[config.mk]
export PLATFORM = sky130hd
export DESIGN_NAME = batlow_trigger
export DESIGN_NICKNAME = d
export VERILOG_FILES = /design/src/rtl/batlow_trigger.sv
export SDC_FILE = /design/constraint.sdc
export NUM_CORES = 1
export LEC_CHECK = 0
export BUFFER_PORTS_ARGS = -buffer_cell sky130_fd_sc_hd__buf_2
export CORE_AREA = 2 2 39 41
export CTS_BUF_LIST = sky130_fd_sc_hd__clkbuf_4
export DETAILED_ROUTE_END_ITERATION = 8
export DIE_AREA = 0 0 41 43
export PLACE_DENSITY_LB_ADDON = 0.25
export SYNTH_ARGS = -nofsm -noshare
export SYNTH_HDL_FRONTEND = slang
export SYNTH_SLANG_ARGS = --single-unit
[constraint.sdc]
create_clock -name clk -period 1.8 [get_ports clk]
set_input_delay 0.36 -clock clk [delete_from_list [all_inputs] [get_ports clk]]
set_output_delay 0.36 -clock clk [all_outputs]
set_load 0.03 [all_outputs]
[src/rtl/batlow_trigger.sv]
module batlow_trigger #(
  parameter int SYNC_STAGES = 2
) (
  input  logic clk,
  input  logic rst_n,
  input  logic warn_lo_n,
  input  logic warn_crit_n,
  input  logic ac_present,
  input  logic cfg_we,
  input  logic cfg_mask_lo,
  input  logic cfg_mask_crit,
  output logic sleep_req,
  output logic suspend_req,
  output logic smi_req,
  output logic warn_lo_stat
);

  localparam int TOP = SYNC_STAGES - 1;

  logic [TOP:0] lo_sh, crit_sh, ac_sh;
  logic         lo_prev, crit_prev;
  logic         mask_lo_q, mask_crit_q;
  logic         lo_s, crit_s, ac_s;
  logic         lo_fall, crit_fall, want_susp, want_sleep;

  assign lo_s   = lo_sh[TOP];
  assign crit_s = crit_sh[TOP];
  assign ac_s   = ac_sh[TOP];

  generate
    if (SYNC_STAGES > 1) begin : g_chain
      always_ff @(posedge clk or negedge rst_n) begin
        if (!rst_n) begin
          lo_sh   <= '1;
          crit_sh <= '1;
          ac_sh   <= '0;
        end else begin
          lo_sh   <= {lo_sh[TOP-1:0], warn_lo_n};
          crit_sh <= {crit_sh[TOP-1:0], warn_crit_n};
          ac_sh   <= {ac_sh[TOP-1:0], ac_present};
        end
      end
    end else begin : g_single
      always_ff @(posedge clk or negedge rst_n) begin
        if (!rst_n) begin
          lo_sh   <= '1;
          crit_sh <= '1;
          ac_sh   <= '0;
        end else begin
          lo_sh   <= warn_lo_n;
          crit_sh <= warn_crit_n;
          ac_sh   <= ac_present;
        end
      end
    end
  endgenerate

  assign lo_fall    = lo_prev & ~lo_s;
  assign crit_fall  = crit_prev & ~crit_s;
  assign want_susp  = crit_fall & ~ac_s & ~mask_crit_q;
  assign want_sleep = lo_fall & ~ac_s & ~mask_lo_q & ~want_susp;

  always_ff @(posedge clk or negedge rst_n) begin
    if (!rst_n) begin
      lo_prev     <= 1'b1;
      crit_prev   <= 1'b1;
      mask_lo_q   <= 1'b0;
      mask_crit_q <= 1'b0;
      sleep_req   <= 1'b0;
      suspend_req <= 1'b0;
      smi_req     <= 1'b0;
    end else begin
      lo_prev     <= lo_s;
      crit_prev   <= crit_s;
      if (cfg_we) begin
        mask_lo_q   <= cfg_mask_lo;
        mask_crit_q <= cfg_mask_crit;
      end
      sleep_req   <= want_sleep;
      suspend_req <= want_susp;
      smi_req     <= lo_fall;
    end
  end

  assign warn_lo_stat = ~lo_s;

endmodule


==> impl_metrics.json <==
{
  "dp_cells": 46,
  "tightest_slew_ns": 0.2876,
  "core_um2": 1384,
  "drc": 0,
  "final_hold_viol_count": 0,
  "ys_seq_area_share_pct": 82.35,
  "yosys_warnings": 0,
  "fp.dieW_um": 41,
  "grt_max_degree": 14,
  "clock_sink_count": 13,
  "critPathLaunchType": "register",
  "final_common_cell": "buf_2",
  "track_usage_pct": 7.992,
  "setup_tns_ns": 0,
  "rrSetupSlack_ns": 0.82,
  "wl_um": 546,
  "status": "complete, no violations",
  "fin_crit_sh_pct": 76.12,
  "syn_area_um2": 404.1,
  "area_growth_pct": 28.48,
  "syn_area_per_cell_um2": 21.27,
  "end_kind": "output pin",
  "grt_pass1_wl_um": 814,
  "rsz0062_at_grt": "no",
  "cts_inserted_buffers": 3,
  "p_leak_nw": 0.2450,
  "hold_start": "warn_lo_n",
  "drv_slew": 0,
  "drt_iter0_markers": 0,
  "r2r_end": "sleep_req",
  "wire_per_inst_um": 10.71,
  "cts.path.max_buffers": 2,
  "hold_depth": 1,
  "arrival_ns": 1.01,
  "ys_ff_latch": 13,
  "fin_area_um2": 519.2,
  "peakVddDrop_uv": 324.4,
  "cts_max_level": 1,
  "clk-insertion-delay-late_ns": 0.27,
  "skew_ns": 0.002318,
  "syn_inst": 19,
  "layout_common_cells": "11 x buf_2, 7 x dfrtp_1, 6 x dfstp_2",
  "die_h_um": 43,
  "critPathKind": "register to output pin",
  "viasPerCell": 4.059,
  "cp-startpoint": "lo_sh[1]",
  "start_util_pct": 29.20,
  "setup_violations": 0,
  "clk_pin_slew_ns": 0.08,
  "grt_pass1_vias": 198,
  "path_max_fanout": 3,
  "r2r_cells": 2,
  "cap_violations": 0,
  "slew_headroom_pct": 80.83,
  "clock-root-buffer": "clkbuf_4",
  "gp_congestion": 0.6399,
  "worst_hold_slack_ns": 0.1800,
  "syn_nets": 27,
  "dr.pass1.iters": 1,
  "vias": 207,
  "period_minus_slack_ns": 1.370,
  "clock.fmax_mhz": 729.9,
  "pin_count": 12,
  "min_path_type": "input pin to register",
  "antennaDiodeCount": 0,
  "hold_path_end": "lo_sh[0]",
  "placed_area_um2": 479.2,
  "power_density_nw_per_um2": 1055,
  "synthDistinctLibCells": 7,
  "layout.cells.non_filler": 51,
  "r2r-start": "lo_prev",
  "row_count": 14,
  "fin_nets": 44,
  "overflow": 0,
  "layout-drive-gt1-share_pct": 65.71,
  "die-area_um2": 1763,
  "cts_tree": "done",
  "ant_nets": 0,
  "io_buffers": 11,
  "antenna_found_initial": 0,
  "cp.required_ns": 1.44
}
-- Yosys cell counts, drive strengths merged --
| cell type | count | share of area, % |
|---|---|---|
| dfrtp | 7 | 43 |
| inv | 1 | 0.93 |
| mux2 | 2 | 5.6 |
| nor2b | 1 | 1.5 |
| dfstp | 6 | 39 |
| nor4b | 2 | 9.6 |
-- critical path: stages, from the launching register on --
cell and delay [ns]:
dfstp_2 0.54, inv_1 0.04, buf_2 0.16
-- report_power, final --
part / total (mW) / leakage, nW / internal [mW] / switching [mW]
clock network: 0.190 / 0.0184 / 0.101 / 0.0891
logic: 0.0350 / 0.0764 / 0.0159 / 0.0191
registers: 0.323 / 0.150 / 0.314 / 0.00947
-- layout make-up --
| type | count | area (um^2) |
|---|---|---|
| clock buffers | 4 | 30.03 |
| fillers | 148 | 864.6 |
| inverters | 1 | 3.754 |
| multi-input cells | 5 | 67.56 |
| flip-flops and latches | 13 | 332.8 |
| well taps | 16 | 20.02 |
| repair buffers | 12 | 65.06 |
-- logic make-up after synthesis --
kind of cell / Yosys count / share of synthesized area, %
and+or+nand+nor: 3 / 11.14
DFF: 13 / 82.35
muxes: 2 / 5.572
buffers and inverters: 1 / 0.9279
-- worst max path at each step --
stage	endpoint	slack [ns]
floorplan	warn_lo_stat	0.80
global placement	warn_lo_stat	0.73
detailed placement	warn_lo_stat	0.72
CTS	warn_lo_stat	0.41
global route	warn_lo_stat	0.39
finish	warn_lo_stat	0.43
-- through the flow --
step	total power, mW	utilization (%)	worst slack [ns]
2_1_floorplan	0.3428	-	0.8003
3_3_place_gp	0.3605	34.63	0.7307
3_5_place_dp	0.3628	34.63	0.7227
4_1_cts	0.5593	37.52	0.4109
5_1_grt	0.5772	37.52	0.3914
6_report	0.5480	37.52	0.4299
-- registers in the layout, summed over array words and instances, names as in the netlist --
| name | cells |
|---|---|
| mask_crit_q | 1 |
| crit_prev | 1 |
| smi_req | 1 |
| crit_sh | 2 |
| sleep_req | 1 |
| suspend_req | 1 |
| lo_sh | 2 |
| lo_prev | 1 |
| ac_sh | 2 |
| mask_lo_q | 1 |
-- per-layer routing --
| layer | GRT usage [%] | share of wire (%) | wire (um) |
|---|---|---|---|
| met5 | 0 | 0 | 0 |
| met4 | 10.00 | 0 | 0 |
| met3 | 4.712 | 9.5 | 52 |
| met1 | 7.904 | 40 | 221 |
| met2 | 9.688 | 50 | 272 |
-- repair_timing --
item / 4_1_cts / 5_1_grt
gates resized for setup: 0 / 0
hold buffers: 1 / 0
buffers inserted: 0 / 0
hold endpoints to repair: 7 / 0
No activity file was read; power rests on OpenSTA's default activity.
